--- src/rtl/mesi_pkg.sv ---
package mesi_pkg;
  typedef enum logic [1:0] {
    ST_I = 2'd0,
    ST_S = 2'd1,
    ST_E = 2'd2,
    ST_M = 2'd3
  } mesi_t;

  typedef enum logic [1:0] {
    CMD_NONE  = 2'd0,
    CMD_RD    = 2'd1,
    CMD_RDX   = 2'd2,
    CMD_FLUSH = 2'd3
  } bus_cmd_t;

  typedef enum logic [1:0] {
    C_IDLE = 2'd0,
    C_REQ  = 2'd1,
    C_WAIT = 2'd2
  } ctl_t;
endpackage

--- src/rtl/mesi_line_store.sv ---
module mesi_line_store
  import mesi_pkg::*;
#(
  parameter int IDX_W  = 2,
  parameter int TAG_W  = 6,
  parameter int DATA_W = 16
) (
  input  logic              clk,
  input  logic              rst_n,
  input  logic [IDX_W-1:0]  a_idx,
  output mesi_t             a_state,
  output logic [TAG_W-1:0]  a_tag,
  output logic [DATA_W-1:0] a_data,
  input  logic [IDX_W-1:0]  b_idx,
  output mesi_t             b_state,
  output logic [TAG_W-1:0]  b_tag,
  output logic [DATA_W-1:0] b_data,
  input  logic              wr_en,
  input  logic [IDX_W-1:0]  wr_idx,
  input  mesi_t             wr_state,
  input  logic              wr_line,
  input  logic [TAG_W-1:0]  wr_tag,
  input  logic [DATA_W-1:0] wr_data
);
  localparam int NLINES = 1 << IDX_W;

  mesi_t             st_q  [NLINES];
  logic [TAG_W-1:0]  tag_q [NLINES];
  logic [DATA_W-1:0] dat_q [NLINES];

  for (genvar g = 0; g < NLINES; g++) begin : g_line
    always_ff @(posedge clk or negedge rst_n) begin
      if (!rst_n) begin
        st_q[g] <= ST_I;
      end else if (wr_en && wr_idx == IDX_W'(g)) begin
        st_q[g] <= wr_state;
      end
    end

    always_ff @(posedge clk) begin
      if (wr_en && wr_line && wr_idx == IDX_W'(g)) begin
        tag_q[g] <= wr_tag;
        dat_q[g] <= wr_data;
      end
    end
  end

  assign a_state = st_q[a_idx];
  assign a_tag   = tag_q[a_idx];
  assign a_data  = dat_q[a_idx];
  assign b_state = st_q[b_idx];
  assign b_tag   = tag_q[b_idx];
  assign b_data  = dat_q[b_idx];
endmodule

--- src/rtl/mesi_snoop_unit.sv ---
module mesi_snoop_unit
  import mesi_pkg::*;
#(
  parameter int ADDR_W = 8,
  parameter int TAG_W  = 6,
  parameter int DATA_W = 16
) (
  input  logic              clk,
  input  logic              rst_n,
  input  logic              snp_valid,
  input  logic [1:0]        snp_cmd,
  input  logic [ADDR_W-1:0] snp_addr,
  input  mesi_t             line_state,
  input  logic [TAG_W-1:0]  line_tag,
  input  logic [DATA_W-1:0] line_data,
  output logic              upd_en,
  output mesi_t             upd_state,
  output logic              shared_out,
  output logic              flush_valid,
  output logic [ADDR_W-1:0] flush_addr,
  output logic [DATA_W-1:0] flush_data
);
  logic hit, vote, flush;

  assign hit = snp_valid && (line_state != ST_I) &&
               (line_tag == snp_addr[ADDR_W-1:ADDR_W-TAG_W]);

  always_comb begin
    vote      = 1'b0;
    flush     = 1'b0;
    upd_en    = 1'b0;
    upd_state = line_state;
    if (hit) begin
      unique case (snp_cmd)
        CMD_RD: begin
          vote      = 1'b1;
          flush     = (line_state == ST_M);
          upd_en    = (line_state != ST_S);
          upd_state = ST_S;
        end
        CMD_RDX: begin
          flush     = (line_state == ST_M);
          upd_en    = 1'b1;
          upd_state = ST_I;
        end
        default: ;
      endcase
    end
  end

  always_ff @(posedge clk or negedge rst_n) begin
    if (!rst_n) begin
      shared_out  <= 1'b0;
      flush_valid <= 1'b0;
      flush_addr  <= '0;
      flush_data  <= '0;
    end else begin
      shared_out  <= vote;
      flush_valid <= flush;
      if (flush) begin
        flush_addr <= snp_addr;
        flush_data <= line_data;
      end
    end
  end
endmodule

--- src/rtl/mesi_cpu_fsm.sv ---
module mesi_cpu_fsm
  import mesi_pkg::*;
#(
  parameter int ADDR_W = 8,
  parameter int IDX_W  = 2,
  parameter int DATA_W = 16
) (
  input  logic              clk,
  input  logic              rst_n,
  input  logic              cpu_req_valid,
  output logic              cpu_req_ready,
  input  logic              cpu_req_write,
  input  logic [ADDR_W-1:0] cpu_req_addr,
  input  logic [DATA_W-1:0] cpu_req_wdata,
  output logic              cpu_rsp_valid,
  output logic [DATA_W-1:0] cpu_rsp_rdata,
  input  logic              snp_valid,
  output logic              bus_req,
  input  logic              bus_gnt,
  output logic              out_valid,
  output logic [1:0]        out_cmd,
  output logic [ADDR_W-1:0] out_addr,
  output logic [DATA_W-1:0] out_data,
  input  logic              bus_fill_valid,
  input  logic [DATA_W-1:0] bus_fill_data,
  input  logic              shared_in,
  output logic [IDX_W-1:0]  a_idx,
  input  mesi_t             a_state,
  input  logic [ADDR_W-IDX_W-1:0] a_tag,
  input  logic [DATA_W-1:0] a_data,
  output logic              wr_en,
  output mesi_t             wr_state,
  output logic              wr_line,
  output logic [ADDR_W-IDX_W-1:0] wr_tag,
  output logic [DATA_W-1:0] wr_data
);
  localparam int TAG_W = ADDR_W - IDX_W;

  ctl_t              st_q, nxt;
  logic              lat_write;
  logic [ADDR_W-1:0] lat_addr;
  logic [DATA_W-1:0] lat_wdata;
  logic              first_q, shr_q, go_wait;
  logic              rsp_set;
  logic [DATA_W-1:0] rsp_val;
  logic [TAG_W-1:0]  cur_tag;
  logic              hit, accept, victim_dirty, sh;

  assign a_idx   = (st_q == C_IDLE) ? cpu_req_addr[IDX_W-1:0] : lat_addr[IDX_W-1:0];
  assign cur_tag = (st_q == C_IDLE) ? cpu_req_addr[ADDR_W-1:IDX_W] : lat_addr[ADDR_W-1:IDX_W];
  assign hit     = (a_state != ST_I) && (a_tag == cur_tag);
  assign cpu_req_ready = (st_q == C_IDLE) && !snp_valid;
  assign accept  = cpu_req_ready && cpu_req_valid;
  assign victim_dirty = (a_state == ST_M) && (a_tag != lat_addr[ADDR_W-1:IDX_W]);
  assign sh      = first_q ? shared_in : shr_q;
  assign wr_tag  = cur_tag;

  always_comb begin
    nxt       = st_q;
    bus_req   = 1'b0;
    out_valid = 1'b0;
    out_cmd   = CMD_NONE;
    out_addr  = lat_addr;
    out_data  = a_data;
    wr_en     = 1'b0;
    wr_state  = ST_I;
    wr_line   = 1'b0;
    wr_data   = lat_wdata;
    rsp_set   = 1'b0;
    rsp_val   = a_data;
    go_wait   = 1'b0;
    unique case (st_q)
      C_IDLE: begin
        if (accept) begin
          if (hit && !cpu_req_write) begin
            rsp_set = 1'b1;
          end else if (hit && (a_state == ST_E || a_state == ST_M)) begin
            wr_en    = 1'b1;
            wr_state = ST_M;
            wr_line  = 1'b1;
            wr_data  = cpu_req_wdata;
            rsp_set  = 1'b1;
            rsp_val  = cpu_req_wdata;
          end else begin
            nxt = C_REQ;
          end
        end
      end
      C_REQ: begin
        bus_req = 1'b1;
        if (bus_gnt) begin
          out_valid = 1'b1;
          if (victim_dirty) begin
            out_cmd  = CMD_FLUSH;
            out_addr = {a_tag, lat_addr[IDX_W-1:0]};
            wr_en    = 1'b1;
            wr_state = ST_I;
          end else begin
            out_cmd = lat_write ? CMD_RDX : CMD_RD;
            nxt     = C_WAIT;
            go_wait = 1'b1;
          end
        end
      end
      C_WAIT: begin
        if (bus_fill_valid) begin
          wr_en    = 1'b1;
          wr_line  = 1'b1;
          wr_data  = lat_write ? lat_wdata : bus_fill_data;
          wr_state = lat_write ? ST_M : (sh ? ST_S : ST_E);
          rsp_set  = 1'b1;
          rsp_val  = wr_data;
          nxt      = C_IDLE;
        end
      end
      default: nxt = C_IDLE;
    endcase
  end

  always_ff @(posedge clk or negedge rst_n) begin
    if (!rst_n) begin
      st_q          <= C_IDLE;
      first_q       <= 1'b0;
      shr_q         <= 1'b0;
      cpu_rsp_valid <= 1'b0;
      cpu_rsp_rdata <= '0;
      lat_write     <= 1'b0;
      lat_addr      <= '0;
      lat_wdata     <= '0;
    end else begin
      st_q          <= nxt;
      first_q       <= go_wait;
      if (first_q) shr_q <= shared_in;
      cpu_rsp_valid <= rsp_set;
      if (rsp_set) cpu_rsp_rdata <= rsp_val;
      if (accept) begin
        lat_write <= cpu_req_write;
        lat_addr  <= cpu_req_addr;
        lat_wdata <= cpu_req_wdata;
      end
    end
  end
endmodule

--- src/rtl/mesi_snoop_ctrl.sv ---
module mesi_snoop_ctrl
  import mesi_pkg::*;
#(
  parameter int ADDR_W = 8,
  parameter int IDX_W  = 2,
  parameter int DATA_W = 16
) (
  input  logic              clk,
  input  logic              rst_n,
  input  logic              cpu_req_valid,
  output logic              cpu_req_ready,
  input  logic              cpu_req_write,
  input  logic [ADDR_W-1:0] cpu_req_addr,
  input  logic [DATA_W-1:0] cpu_req_wdata,
  output logic              cpu_rsp_valid,
  output logic [DATA_W-1:0] cpu_rsp_rdata,
  output logic              bus_req,
  input  logic              bus_gnt,
  output logic              bus_out_valid,
  output logic [1:0]        bus_out_cmd,
  output logic [ADDR_W-1:0] bus_out_addr,
  output logic [DATA_W-1:0] bus_out_data,
  input  logic              bus_fill_valid,
  input  logic [DATA_W-1:0] bus_fill_data,
  input  logic              snp_valid,
  input  logic [1:0]        snp_cmd,
  input  logic [ADDR_W-1:0] snp_addr,
  output logic              shared_out,
  input  logic              shared_in,
  output logic              flush_valid,
  output logic [ADDR_W-1:0] flush_addr,
  output logic [DATA_W-1:0] flush_data
);
  localparam int TAG_W = ADDR_W - IDX_W;

  logic [IDX_W-1:0]  a_idx;
  mesi_t             a_state, b_state;
  logic [TAG_W-1:0]  a_tag, b_tag;
  logic [DATA_W-1:0] a_data, b_data;
  logic              cpu_wr_en, cpu_wr_line;
  mesi_t             cpu_wr_state;
  logic [TAG_W-1:0]  cpu_wr_tag;
  logic [DATA_W-1:0] cpu_wr_data;
  logic              snp_upd;
  mesi_t             snp_upd_state;

  logic              st_wr_en;
  logic [IDX_W-1:0]  st_wr_idx;
  mesi_t             st_wr_state;

  assign st_wr_en    = snp_upd | cpu_wr_en;
  assign st_wr_idx   = snp_upd ? snp_addr[IDX_W-1:0] : a_idx;
  assign st_wr_state = snp_upd ? snp_upd_state : cpu_wr_state;

  mesi_line_store #(.IDX_W(IDX_W), .TAG_W(TAG_W), .DATA_W(DATA_W)) u_store (
    .clk      (clk),
    .rst_n    (rst_n),
    .a_idx    (a_idx),
    .a_state  (a_state),
    .a_tag    (a_tag),
    .a_data   (a_data),
    .b_idx    (snp_addr[IDX_W-1:0]),
    .b_state  (b_state),
    .b_tag    (b_tag),
    .b_data   (b_data),
    .wr_en    (st_wr_en),
    .wr_idx   (st_wr_idx),
    .wr_state (st_wr_state),
    .wr_line  (cpu_wr_line && !snp_upd),
    .wr_tag   (cpu_wr_tag),
    .wr_data  (cpu_wr_data)
  );

  mesi_snoop_unit #(.ADDR_W(ADDR_W), .TAG_W(TAG_W), .DATA_W(DATA_W)) u_snoop (
    .clk         (clk),
    .rst_n       (rst_n),
    .snp_valid   (snp_valid),
    .snp_cmd     (snp_cmd),
    .snp_addr    (snp_addr),
    .line_state  (b_state),
    .line_tag    (b_tag),
    .line_data   (b_data),
    .upd_en      (snp_upd),
    .upd_state   (snp_upd_state),
    .shared_out  (shared_out),
    .flush_valid (flush_valid),
    .flush_addr  (flush_addr),
    .flush_data  (flush_data)
  );

  mesi_cpu_fsm #(.ADDR_W(ADDR_W), .IDX_W(IDX_W), .DATA_W(DATA_W)) u_fsm (
    .clk            (clk),
    .rst_n          (rst_n),
    .cpu_req_valid  (cpu_req_valid),
    .cpu_req_ready  (cpu_req_ready),
    .cpu_req_write  (cpu_req_write),
    .cpu_req_addr   (cpu_req_addr),
    .cpu_req_wdata  (cpu_req_wdata),
    .cpu_rsp_valid  (cpu_rsp_valid),
    .cpu_rsp_rdata  (cpu_rsp_rdata),
    .snp_valid      (snp_valid),
    .bus_req        (bus_req),
    .bus_gnt        (bus_gnt),
    .out_valid      (bus_out_valid),
    .out_cmd        (bus_out_cmd),
    .out_addr       (bus_out_addr),
    .out_data       (bus_out_data),
    .bus_fill_valid (bus_fill_valid),
    .bus_fill_data  (bus_fill_data),
    .shared_in      (shared_in),
    .a_idx          (a_idx),
    .a_state        (a_state),
    .a_tag          (a_tag),
    .a_data         (a_data),
    .wr_en          (cpu_wr_en),
    .wr_state       (cpu_wr_state),
    .wr_line        (cpu_wr_line),
    .wr_tag         (cpu_wr_tag),
    .wr_data        (cpu_wr_data)
  );
endmodule

--- config.mk ---
export PLATFORM = sky130hd
export DESIGN_NAME = mesi_snoop_ctrl
export DESIGN_NICKNAME = d
export VERILOG_FILES = /design/src/rtl/mesi_pkg.sv /design/src/rtl/mesi_line_store.sv /design/src/rtl/mesi_snoop_unit.sv /design/src/rtl/mesi_cpu_fsm.sv /design/src/rtl/mesi_snoop_ctrl.sv
export SDC_FILE = /design/constraint.sdc
export NUM_CORES = 1
export LEC_CHECK = 0
export BUFFER_PORTS_ARGS = -buffer_cell sky130_fd_sc_hd__buf_2
export CORE_AREA = 3 3 183 185
export CTS_CLUSTER_DIAMETER = 120
export DETAILED_ROUTE_END_ITERATION = 12
export DIE_AREA = 0 0 186 188
export GPL_ROUTABILITY_DRIVEN = 0
export GPL_TIMING_DRIVEN = 0
export SETUP_SLACK_MARGIN = 0.4
export SYNTH_ARGS = -nofsm -noshare
export SYNTH_HDL_FRONTEND = slang
export SYNTH_SLANG_ARGS = --single-unit
export TNS_END_PERCENT = 30
--- constraint.sdc ---
create_clock -name clk -period 5.5 [get_ports clk]
set_input_delay 0.275 -clock clk [delete_from_list [all_inputs] [get_ports clk]]
set_output_delay 0.275 -clock clk [all_outputs]
set_load 0.03 [all_outputs]
# After elaboration in Yosys (flattened, before gate mapping)
# Memory sizes are Yosys's and may differ from the RTL's. A register that Yosys moved wholly into a read port is not among the register bits.
# Index checks and enable logic that the tools add are counted.
dict set report op_classes {
  div_mod_pow 0
  eq_ne 20
  shift 0
  n_mul 0
  magnitude_cmp 2
  add_sub_neg 0
  mux 94
  reduce_logical 35
  n_bitwise 3
}
# op n
set op_table {}
lappend op_table {{two-way mux 16 bit} 12}
lappend op_table {{case mux 16 bit (2 select lines)} 2}
lappend op_table {{two-way mux 2 bit} 30}
lappend op_table {{OR reduction 16 bit} 3}
lappend op_table {{two-way mux 1 bit} 34}
lappend op_table {{two-way mux 6 bit} 4}
lappend op_table {{two-way mux 8 bit} 3}
lappend op_table {{logical AND 1 bit} 18}
lappend op_table {{OR reduction 6 bit} 3}
lappend op_table {{== test 2 bit (second input constant)} 7}
lappend op_table {{== test 6 bit} 2}
lappend op_table {{!= test 2 bit (second input constant)} 5}
lappend op_table {{binary-select mux 2 bit (select 2 bit)} 2}
lappend op_table {{case mux 2 bit (2 select lines)} 2}
lappend op_table {{== test 2 x 1 -> 1 bit (second input constant)} 3}
lappend op_table {{greater-or-equal comparator 3 bit (second input constant)} 2}
lappend op_table {{!= test 6 bit} 1}
lappend op_table {{NOT 2 -> 3 bit} 2}
lappend op_table {{case mux 1 bit (2 select lines)} 3}
lappend op_table {{case mux 2 bit (3 select lines)} 1}
lappend op_table {{AND reduction 6 bit} 1}
lappend op_table {{logical NOT 1 bit} 4}
lappend op_table {{logical NOT 2 bit} 2}
lappend op_table {{!= test 2 x 1 -> 1 bit (second input constant)} 2}
lappend op_table {{5 further kinds} 6}
dict set report word_totals {
  rom_bits 0
  register_bits 64
  inputBits 58
  out_inout_bits 72
  wordCells 171
  latch_bits 0
  ramBits 88
  mem_count 2
}
# memory words width rd rd_ports_with_merged_regs wr line_no
set mem_list {}
lappend mem_list {u_store.dat_q 4 16 2 1 1 mesi_line_store.sv:29} ;# logic [DATA_W-1:0] dat_q [NLINES];
lappend mem_list {u_store.tag_q 4 6 2 0 1 mesi_line_store.sv:28} ;# logic [TAG_W-1:0] tag_q [NLINES];

# Logic depth before layout (Yosys ltp)
# Gate-level depths: netlist (run 1).
dict set report logic_depth {
  word_depth 22
  ltp_mapped 13
}

# Modules after synthesis
# Synthesis (run 1) repeated with hierarchy kept, for this count alone.
dict set report unflattened {
  cells_unflattened 611
  area_unflattened_um2 8708.4
}
# module area_per_inst_um2 cells_per_inst n_inst
set by_module_without_submodules {}
lappend by_module_without_submodules {mesi_line_store 4234.1 173 1}
lappend by_module_without_submodules {mesi_cpu_fsm 3268.1 354 1}
lappend by_module_without_submodules {mesi_snoop_unit 1146.1 78 1}
lappend by_module_without_submodules {mesi_snoop_ctrl 60.1 6 1}

# Least setup slack after synthesis (run 1)
# OpenSTA, ideal clock, no wires.
dict set report synth_timing {
  path_kind {register to register}
  from {register u_fsm.st_q[1]}
  to {memory u_store.dat_q[2][0] (enable)}
  required_ps 5099
  arrival_ps 3490
  stages_incl_launch_ff 11
  synth_period_minus_slack_ps 3891
  slack_ps 1609
  n_path_buf 2
  cell_sequence {dfrtp_1 buf_6 or3b_1 buf_4 nand2_2 mux2i_1 xnor2_1 o41a_1 o31ai_1 nand2_1 nor2_1}
}
dict set report synth_via {
  elab_chain_len 22
  elab_cells_between_ends 58
  classes_between {eq/ne (9); mux (27); bitwise (2); reduce/logical (19); memory (1)}
}
# item line_no
set synth_lines {}
lappend synth_lines {{from (decl)} mesi_cpu_fsm.sv:39} ;# ctl_t st_q, nxt;
lappend synth_lines {{from (signal assigned)} mesi_cpu_fsm.sv:131} ;# st_q <= nxt;
lappend synth_lines {{logical NOT 2 bit} --}
lappend synth_lines {{two-way mux 2 bit} mesi_cpu_fsm.sv:49} ;# assign a_idx = (st_q == C_IDLE) ? cpu_req_addr[IDX_W-1:0] : lat_addr[IDX_W-1:0];
lappend synth_lines {{NOT 2 -> 3 bit (not written as such)} mesi_line_store.sv:48} ;# assign a_state = st_q[a_idx];
lappend synth_lines {{binary-select mux 2 bit (select 2 bit)} mesi_line_store.sv:48}
lappend synth_lines {{two-way mux 2 bit (not written as such) (2 in series)} mesi_line_store.sv:48}
lappend synth_lines {{== test 2 bit, or another cell as far along} mesi_cpu_fsm.sv:77} ;# end else if (hit && (a_state == ST_E || a_state == ST_M)) begin
lappend synth_lines {{logical OR 1 bit or logical AND 1 bit (tied branches)} {mesi_cpu_fsm.sv:77, mesi_cpu_fsm.sv:51}}
lappend synth_lines {{logical AND 1 bit} mesi_cpu_fsm.sv:77}
lappend synth_lines {{[... 2 more ...]} --}
lappend synth_lines {{two-way mux 1 bit} mesi_cpu_fsm.sv:74} ;# if (accept) begin
lappend synth_lines {{case mux 1 bit (3 select lines) or case mux 1 bit (2 select lines) (tied branches)} mesi_cpu_fsm.sv:72} ;# unique case (st_q)
lappend synth_lines {{bitwise OR 1 bit or logical AND 1 bit (tied branches)} {mesi_snoop_ctrl.sv:51, mesi_snoop_ctrl.sv:69}}
lappend synth_lines {{logical AND 1 bit (2 in series)} mesi_line_store.sv:41} ;# if (wr_en && wr_line && wr_idx == IDX_W'(g)) begin
lappend synth_lines {{two-way mux 1 bit} mesi_line_store.sv:41}
lappend synth_lines {{two-way mux 1 bit (not written as such)} mesi_line_store.sv:43} ;# dat_q[g] <= wr_data;
lappend synth_lines {{OR reduction 16 bit (no line)} --}
lappend synth_lines {{two-way mux 2 bit (no line) or two-way mux 1 bit (tied branches) (3 in series)} --}
lappend synth_lines {{to (decl)} mesi_line_store.sv:29}
# Several ways; a longest one is shown, not always the timed one. The select of a mux whose other input is x is not followed.

# Final worst setup path (run 1)
dict set report layout_timing {
  from {register u_fsm.st_q[0]}
  to {output bus_out_addr[7]}
}
dict set report layout_via {
  elab_chain_len 11
  elab_cells_between_ends 14
  classes_between {eq/ne (3); mux (7); bitwise (1); reduce/logical (2); memory (1)}
}
# item line_no
set layout_lines {}
lappend layout_lines {{logical NOT 2 bit} mesi_cpu_fsm.sv:49}
lappend layout_lines {{two-way mux 2 bit} mesi_cpu_fsm.sv:49}
lappend layout_lines {{NOT 2 -> 3 bit (not written as such)} mesi_line_store.sv:48}
lappend layout_lines {{binary-select mux 2 bit (select 2 bit)} mesi_line_store.sv:48}
lappend layout_lines {{two-way mux 2 bit (not written as such) (2 in series)} mesi_line_store.sv:48}
lappend layout_lines {{== test 2 bit} mesi_cpu_fsm.sv:54} ;# assign victim_dirty = (a_state == ST_M) && (a_tag != lat_addr[ADDR_W-1:IDX_W]);
lappend layout_lines {{logical AND 1 bit} mesi_cpu_fsm.sv:54}
lappend layout_lines {{two-way mux 8 bit} mesi_cpu_fsm.sv:93} ;# if (victim_dirty) begin
lappend layout_lines {{two-way mux 8 bit} mesi_cpu_fsm.sv:91} ;# if (bus_gnt) begin
lappend layout_lines {{two-way mux 8 bit (*)} mesi_cpu_fsm.sv:72}
lappend layout_lines {{to (decl)} mesi_snoop_ctrl.sv:21} ;# output logic [ADDR_W-1:0] bus_out_addr,
# Mark *: on every way between the ends. The rest lies on a longest branch, timed or not. The select of a mux whose other input is x is not followed.

==> flow_summary.toml, run 1 <==
[sta]
worstMarginPinSlew_ns = 0.9453
slew_viol_final = 0
clock_skew_ns = 0.01192
fin_crit_ns = 4.509
max-slew-margin-rel_pct = 36.98
final.setup.tns_ns = 0
holdWs_ns = 0.08689
finalHoldViolations = 0
rsz0062_at_grt = "no"
fmax_mhz = 221.8
final-setup-viol-count = 0
min_period_over_period_pct = 81.98

[floorplanning]
initial_core_util_pct = 27.64
rows = 66
fp.dieArea_mm2 = 0.03497
num_io_pins = 130
core_area_mm2 = 0.03221
die_x_um = 186
die_h_um = 188

[layout]
post-route-cell-area_mm2 = 0.01072
syn_to_final_growth_pct = 20.48
n_fill_cell = 3236
fin_nets = 937
drive_gt1_share_pct = 35.51

[drt]
ant_nets = 0
drc = 0
drtIter0Drc = 603
drt-pass1-iter-count = 5
finalWirelength_um = 27160
vias_per_cell = 5.172
via_count = 6724
avgRoutedWirePerCell_um = 20.89

[clock_network]
clock-sinks = 168
cts_buffer_depth = 2
htreeDepth = 4
cts_root_buffer = "clkbuf_16"
tritoncts = "done"
clk_latency_ns = 0.44
cts_resized = 0
clk_pin_slew_ns = 0.07
numCtsBuffers = 17

[setup_path]
crit_path_start_kind = "register"
cp_max_fo = 10
cpLargestDelayFamily = "simple AND/OR/NAND/NOR gates"
critical_path_class = "register to output port"
reg2reg_slack_ns = 1.23
max_stage_delay_ns = 0.54
required_ns = 5.22
cp_cell_sequence = "buf_4, or3b_1, buf_2, nand2_2, clkbuf_1, nand2_1, a31o_2, nand2b_1, a31oi_1, nand2_1, mux2_2, buf_2"
r2r-end = "u_store.dat_q[2][6]"
rr_worst_depth = 10
worstReg2RegStart = "u_fsm.st_q[0]"
endpoint_kind = "output port"
arrival_ns = 4.23
cp_num_buf_inv = 4
crit_slowest_cell = "a31oi_1"

[placed_design]
io_buffers = 129
hpwl_um = 20540
place_area_mm2 = 0.01012

[grt]
grt_pass1_wl_um = 41140
grt_pass1_vias = 6732
track_usage_pct = 15.63
antenna_found_initial = 4
grt_start_max_net_pins = 46
grt-ovfl-total = 0

[yosys]
synthesis.nets = 787
netlist_area_mm2 = 0.008901
synthArstFlopShare_pct = 47.62
yosysSeqAreaShare_pct = 52.18
yosysWarnings = 0
ys_ff_latch = 168
syn_area_per_cell_um2 = 12.24
synth-edff-count = 88
synth_cell_types = 63
synth-main-ff-cell = "edfxtp_1"
synth_cells = 727

[worst_hold_path]
min_path_type = "input port to register"
whs_path_depth = 2
hold_end = "u_fsm.lat_wdata[1]"
hp-start = "cpu_req_wdata[1]"

[status]
status = "finished, final reports clean"

[power_and_ir_drop]
switching_power_w = 0.002663
p_leak_nw = 4.427
p_clk_share_pct = 19.6
p_seq_share_pct = 30.1
powerDensity_mw_per_mm2 = 571.1
p_sw_share_pct = 43.48
combPwrFrac_pct = 50.3
p_int_w = 0.003462
ir_drop_mv = 0.2460

[run]
max_cap_violations = 0
layout make-up:
class / count / area [um^2] / area share [%]
Clock inverter: 11 / 110.1 / 1.027
Multi-Input combinational cell: 500 / 3996 / 37.27
Antenna cell: 2 / 5.005 / 0.04667
Sequential cell: 168 / 4644 / 43.31
Timing Repair Buffer: 131 / 685.7 / 6.394
Buffer: 45 / 237.7 / 2.217
Clock buffer: 21 / 481.7 / 4.492
Tap cell: 408 / 510.5 / 4.760
Inverter: 14 / 52.55 / 0.4900
worst max path at each step:
stage	start	endpoint	cells after the start
2_1_floorplan	u_fsm.st_q[1]	u_store.dat_q[2][0]	10
3_3_place_gp	snp_addr[1]	u_store.dat_q[2][11]	10
3_5_place_dp	snp_addr[1]	u_store.dat_q[2][11]	10
4_1_cts	u_fsm.st_q[1]	bus_out_addr[7]	12
5_1_grt	u_fsm.st_q[0]	bus_out_addr[7]	12
6_report	u_fsm.st_q[0]	bus_out_addr[7]	12
kinds of logic (layout without fill, tap and decap cells):
| logic type | after synthesis | after routing | share of synthesized area [%] |
|---|---|---|---|
| adders and majority gates | 2 | 2 | 0.2811 |
| buffers and inverters | 59 | 222 | 3.261 |
| muxes | 136 | 136 | 19.99 |
| xor gates and xnor gates | 12 | 12 | 1.181 |
| AOI/OAI and AO/OA | 124 | 124 | 10.29 |
| other | 0 | 2 | 0 |
| and+or+nand+nor | 226 | 226 | 12.82 |
| DFF | 168 | 168 | 52.18 |
layout by cell type (no fill, tap or decap), types with 4 or more instances in the layout:
master	netlist	layout
and2_1	6	6
clkbuf_16	0	18
buf_4	6	7
buf_2	7	135
clkbuf_1	22	23
nor2_1	42	38
and3_1	22	22
xnor2_1	7	7
edfxtp_1	88	88
a21oi_1	25	25
nand3_1	20	20
a211oi_1	4	4
nand2_1	90	90
mux2i_1	21	21
inv_1	14	14
mux4_2	24	24
dfrtp_1	80	80
nor3_1	8	8
nor2_4	0	4
a21o_1	4	4
nand2b_1	5	5
mux2_2	90	90
buf_1	5	5
a221o_1	28	28
o21ai_0	17	17
a31oi_1	22	22
buf_6	5	5
xor2_1	5	5
routing by layer:
layer	up-vias	track usage [%]	share of wire, %
li1	3063	-	-
met1	3378	21.43	45
met2	234	24.27	47
met3	43	3.492	5.7
met4	6	5.672	2.7
met5	-	0	0.13
synth_stat cells, drive strengths merged, types with 6 or more instances:
master / count / share of area [%]
a21oi: 25 / 1.4
a221o: 28 / 3.1
a31oi: 22 / 1.5
and2: 6 / 0.42
and3: 22 / 1.5
buf: 23 / 1.7
clkbuf: 22 / 0.93
dfrtp: 80 / 22
edfxtp: 88 / 30
inv: 14 / 0.59
mux2: 91 / 12
mux2i: 21 / 2.4
mux4: 24 / 6.1
nand2: 92 / 3.9
nand3: 20 / 1.1
nor2: 44 / 1.9
nor3: 11 / 0.86
o21ai: 22 / 1.4
xnor2: 7 / 0.69
through the flow:
step	cells	worst slack [ns]	power [W]	utilization, %
after CTS	1298	0.9708	0.006134	33.28
after detailed placement	1265	1.254	0.004918	31.41
final	1300	0.9911	0.006125	33.30
after global placement	1264	-0.003306	0.004866	31.23
after floorplan	727	1.609	0.003955	-
after global routing	1299	0.7807	0.006459	33.29
flip-flops by register name, indices dropped and copies added (netlist names):
signal               count
u_store.dat_q           64
u_store.tag_q           24
u_fsm.cpu_rsp_rdata     16
u_fsm.lat_wdata         16
u_snoop.flush_data      16
u_fsm.lat_addr           8
u_snoop.flush_addr       8
u_store.st_q             8
u_fsm.st_q               2
u_fsm.cpu_rsp_valid      1
u_fsm.first_q            1
u_fsm.lat_write          1
u_fsm.shr_q              1
u_snoop.flush_valid      1
u_snoop.shared_out       1
power groups by stage:
| stage | Sequential [W] | Combinational, W | Clock [W] |
|---|---|---|---|
| after floorplan | 0.00193 | 0.00203 | 0 |
| after global placement | 0.00185 | 0.00301 | 0 |
| final | 0.00184 | 0.00308 | 0.00120 |
| after CTS | 0.00184 | 0.00307 | 0.00122 |
| after global routing | 0.00187 | 0.00331 | 0.00128 |
| after detailed placement | 0.00186 | 0.00306 | 0 |
what timing repair did:
item / 4_1_cts / 5_1_grt
buffers inserted: 0 / 0
endpoints found under the hold margin: 35 / 0
hold buffers: 1 / 0
Power figures use the tool's default switching activity.
==> inputs of run 2 (changes only) <==
==> constraint.sdc (replaced) <==
create_clock -name clk -period 3.9 [get_ports clk]
set_input_delay 0.195 -clock clk [delete_from_list [all_inputs] [get_ports clk]]
set_output_delay 0.195 -clock clk [all_outputs]
set_load 0.03 [all_outputs]
==> flow_summary.toml, run 2 (synthesized netlist as in run 1, its figures left out) <==
[clock_network]
clock-sinks = 168
cts_root_buffer = "clkbuf_16"
clk_latency_ns = 0.45
numCtsBuffers = 17
clk_pin_slew_ns = 0.07
cts_buffer_depth = 2
tritoncts = "done"
htreeDepth = 4

[status]
status = "finished, final reports clean"

[drt]
drt-pass1-iter-count = 5
via_count = 7032
drc = 0
ant_nets = 0
vias_per_cell = 5.194
avgRoutedWirePerCell_um = 21.20
drtIter0Drc = 634
finalWirelength_um = 28700

[power_and_ir_drop]
ir_drop_mv = 0.3481
p_leak_nw = 4.820
powerDensity_mw_per_mm2 = 809.2
fin_total_pwr_w = 0.009369

[layout]
mostFrequentLayoutCell = "buf_2"
fin_cells = 1354
top_register = "u_store.dat_q"
fin_nets = 992
n_fill_cell = 3092
reg.largest.list = "u_store.dat_q: 64 flops, u_store.tag_q: 24 flops"
drive_gt1_share_pct = 42.75
final_cell_mix = "135 x buf_2, 90 x mux2_2, 88 x edfxtp_1"
largest_reg_flops = 64
syn_to_final_growth_pct = 30.08
post-route-cell-area_mm2 = 0.01158

[grt]
grt_pass1_vias = 6906
grt_pass1_wl_um = 42890
grt-ovfl-total = 0
track_usage_pct = 16.32
grt_start_max_net_pins = 49
antenna_found_initial = 4

[placed_design]
hpwl_um = 20460
io_buffers = 129
dp_slack_ns = -0.3227
dp_cells = 1265
place_area_mm2 = 0.01012

[floorplanning]
rows = 66
die_h_um = 188
die_x_um = 186
core_area_mm2 = 0.03221
num_io_pins = 130
initial_core_util_pct = 27.64
fp.dieArea_mm2 = 0.03497

[setup_path]
cp_cell_sequence = "buf_6, or3b_1, buf_6, nand2_8, mux2i_4, xnor2_1, o41a_1, nor3_4, buf_6, mux2_2, a221o_1, mux2_2"
max_stage_delay_ns = 0.54
crit_path_start_kind = "register"
critical_path_class = "register to register"
crit_slowest_cell = "o41a_1"
cpMostUsedCell = "buf_6"
endpoint_kind = "register"
arrival_ns = 3.89
cp_max_fo = 10
required_ns = 4.23
cpLargestDelayFamily = "compound AO/OA/AOI/OAI gates"
cp_num_buf_inv = 3

[sta]
fin_ws_ns = 0.3410
holdWs_ns = 0.01701
rsz0062_at_grt = "yes"
clock_skew_ns = 0.01365
final-setup-viol-count = 0
finalHoldViolations = 0
max-slew-margin-rel_pct = 40.17
fmax_mhz = 281.0
min_period_over_period_pct = 91.26
fin_crit_ns = 3.559
slew_viol_final = 0
worstMarginPinSlew_ns = 0.8975

[worst_hold_path]
min_path_type = "input port to register"

[run]
max_cap_violations = 0
==> run 2: layout make-up <==
class | count | area, um^2 | share of cell area (%)
Inverter | 14 | 52.55 | 0.4539
Multi-Input combinational cell | 504 | 4363 | 37.68
Sequential cell | 168 | 4644 | 40.11
Tap cell | 408 | 510.5 | 4.409
Timing Repair Buffer | 182 | 1140 | 9.844
Antenna cell | 1 | 2.502 | 0.02161
Clock inverter | 15 | 153.9 | 1.329
Clock buffer | 17 | 425.4 | 3.674
Buffer | 45 | 286.5 | 2.475
==> run 2: worst reg2reg max path: cells and delay by family, from the launching register on <==
kind	cells	cell delay (ns)
buffers and inverters	3	0.50
and+or+nand+nor	3	0.75
DFF	1	0.37
muxes	3	0.86
xor gates and xnor gates	1	0.10
AOI/OAI and AO/OA	2	0.86
==> run 2: metal layers <==
metal	share of wire, %	track usage [%]	vias up
li1	-	-	3187
met1	43	21.89	3488
met2	48	26.32	294
met3	6.2	3.375	57
met4	2.8	5.471	6
met5	0.098	0	-
==> run 2: repair_timing <==
| item | in CTS | in global routing |
|---|---|---|
| setup endpoints to repair | 201 | 218 |
| gates resized for setup | 48 | 45 |
| pin swaps | 12 | 19 |
| setup buffers | 22 | 18 |
| endpoints found under the hold margin | 43 | 0 |
| hold buffers | 12 | 0 |
| gates cloned | 4 | 0 |
==> run 2: worst paths after layout <==
path	startpoint	endpoint	slack (ns)	cells after the start
setup / recovery	u_fsm.st_q[1]	u_fsm.cpu_rsp_rdata[13]	0.34	12
hold / removal	snp_addr[2]	u_snoop.flush_addr[2]	0.02	2
setup reg to reg	u_fsm.st_q[1]	u_fsm.cpu_rsp_rdata[13]	0.34	12
hold reg to reg	u_snoop.flush_addr[0]	u_snoop.flush_addr[0]	0.50	1
max in group asynchronous	rst_n	u_store.st_q[1]	3.02	3
min in group asynchronous	rst_n	u_snoop.flush_data[12]	0.25	2
==> run 2: through the flow <==
step,util [%],TNS (ns)
floorplan,-,0
global placement,31.26,-68.95
detailed placement,31.41,-26.59
CTS,34.93,0
global route,35.95,0
finish,35.95,0
==> run 2: power by group <==
part,leakage [nW],switching (W),total [W],internal (W)
combinational,2.71,0.00316,0.00511,0.00195
sequential,1.83,0.000233,0.00260,0.00237
clock,0.279,0.000809,0.00166,0.000853
total,4.82,0.00420,0.00937,0.00517
==> inputs of run 3 (changes only) <==
==> constraint.sdc (replaced) <==
create_clock -name clk -period 3.88 [get_ports clk]
set_input_delay 0.194 -clock clk [delete_from_list [all_inputs] [get_ports clk]]
set_output_delay 0.194 -clock clk [all_outputs]
set_load 0.03 [all_outputs]
==> flow_summary.toml, run 3 (synthesized netlist as in run 1, its figures left out) <==
[sta]
fin_crit_ns = 3.571
worstMarginPinSlew_ns = 0.8877
min_period_over_period_pct = 92.03
finalHoldViolations = 0
fmax_mhz = 280.0
slew_viol_final = 0
final.setup.tns_ns = 0
clock_skew_ns = 0.01496
fin_ws_ns = 0.3090
max-slew-margin-rel_pct = 40.36
holdWs_ns = 0.01733
rsz0062_at_grt = "yes"
final-setup-viol-count = 0

[layout]
post-route-cell-area_mm2 = 0.01161
final_cell_mix = "135 x buf_2, 90 x mux2_2, 88 x edfxtp_1"
syn_to_final_growth_pct = 30.39
top_register = "u_store.dat_q"
reg.largest.list = "u_store.dat_q: 64 flops, u_store.tag_q: 24 flops"
mostFrequentLayoutCell = "buf_2"
largest_reg_flops = 64
fin_nets = 995
drive_gt1_share_pct = 42.93

[clock_network]
cts_root_buffer = "clkbuf_16"
cts_buffer_depth = 2
tritoncts = "done"
clk_pin_slew_ns = 0.07
clk_latency_ns = 0.45
clock-sinks = 168
numCtsBuffers = 17
htreeDepth = 4

[placed_design]
place_area_mm2 = 0.01012
io_buffers = 129
dp_slack_ns = -0.3427
hpwl_um = 20460

[setup_path]
cp_cell_sequence = "buf_6, or3b_1, buf_6, nand2_8, mux2i_4, xnor2_1, o41a_1, nor3_4, buf_6, mux2_2, a221o_1, mux2_2"
crit_path_start_kind = "register"
required_ns = 4.21
cp_max_fo = 10
arrival_ns = 3.90
endpoint_kind = "register"
critical_path_class = "register to register"
cpMostUsedCell = "buf_6"
max_stage_delay_ns = 0.54
crit_slowest_cell = "o41a_1"

[status]
status = "finished, final reports clean"

[power_and_ir_drop]
powerDensity_mw_per_mm2 = 814.3
p_clk_share_pct = 17.7
fin_total_pwr_w = 0.009451
ir_drop_mv = 0.3497
p_seq_share_pct = 27.6
switching_power_w = 0.004231
p_int_w = 0.005219
p_sw_share_pct = 44.77
p_leak_nw = 4.836
combPwrFrac_pct = 54.7

[drt]
drt-pass1-iter-count = 5
ant_nets = 0
via_count = 7072
drtIter0Drc = 644
finalWirelength_um = 28750
vias_per_cell = 5.211
avgRoutedWirePerCell_um = 21.18
drc = 0

[grt]
grt-ovfl-total = 0
antenna_found_initial = 4
grt_start_max_net_pins = 49
grt_pass1_vias = 6930
track_usage_pct = 16.32
grt_pass1_wl_um = 42860

[floorplanning]
num_io_pins = 130
die_h_um = 188
fp.dieArea_mm2 = 0.03497
core_area_mm2 = 0.03221
die_x_um = 186
initial_core_util_pct = 27.64
rows = 66

[worst_hold_path]
min_path_type = "input port to register"

[run]
max_cap_violations = 0
[run 3: cell count changes in the layout (fill, tap and decap cells not counted), sizes merged]
cell / change
buf: +2
clkbuf: +1
[run 3: path summary, 6_finish.rpt]
path                                        from                 endpoint  slack [ns]  depth (start not counted)
max                                u_fsm.st_q[1]  u_fsm.cpu_rsp_rdata[13]        0.31                         12
min                                  snp_addr[2]    u_snoop.flush_addr[2]        0.02                          2
max reg2reg                        u_fsm.st_q[1]  u_fsm.cpu_rsp_rdata[13]        0.31                         12
min reg2reg                u_snoop.flush_addr[0]    u_snoop.flush_addr[0]        0.50                          1
max in group asynchronous                  rst_n          u_store.st_q[1]        3.00                          3
min in group asynchronous                  rst_n   u_snoop.flush_data[12]        0.24                          2
[run 3: cell type report]
cell class	instances	area, um^2
Inverter	14	52.55
Antenna cell	1	2.502
Clock buffer	17	425.4
Timing Repair Buffer	185	1164
Multi-Input combinational cell	504	4363
Sequential cell	168	4644
Buffer	45	290.3
Fill cell	3086	20600
Clock inverter	15	153.9
Tap cell	408	510.5
[run 3: power groups by stage]
stage	registers [W]	clock network [W]	logic, W
after floorplan	0.00273	0	0.00288
after global placement	0.00262	0	0.00428
after detailed placement	0.00264	0	0.00435
after CTS	0.00260	0.00171	0.00472
after global routing	0.00265	0.00177	0.00549
final	0.00261	0.00167	0.00517
[run 3: layer usage]
layer  global-route usage [%]  up-vias  wire (um)
met5                        0        -         28
met4                    5.643        6        840
met3                    3.375       64       1731
met2                    26.27      287      13690
met1                    21.84     3519      12450
li1                         -     3196          -
[run 3: through the flow]
step	std cells	util [%]
floorplan	727	-
global placement	1264	31.26
detailed placement	1265	31.41
CTS	1335	34.93
global route	1357	36.04
finish	1357	36.04
[run 3: worst max-delay path, delay by kind of cell (launching register included)]
family	cells	cell delay, ns
mux	3	0.85
compound gates	2	0.86
flops	1	0.37
simple gates	3	0.75
xor+xnor	1	0.10
buf+inv	3	0.50
[run 3: timing repair]
action	in CTS	in global routing
endpoints found under the setup margin	201	218
resized for setup	48	45
setup buffers	22	21
pin swaps	12	18
hold buffers	12	0
cloned	4	0
endpoints found under the hold margin	43	0
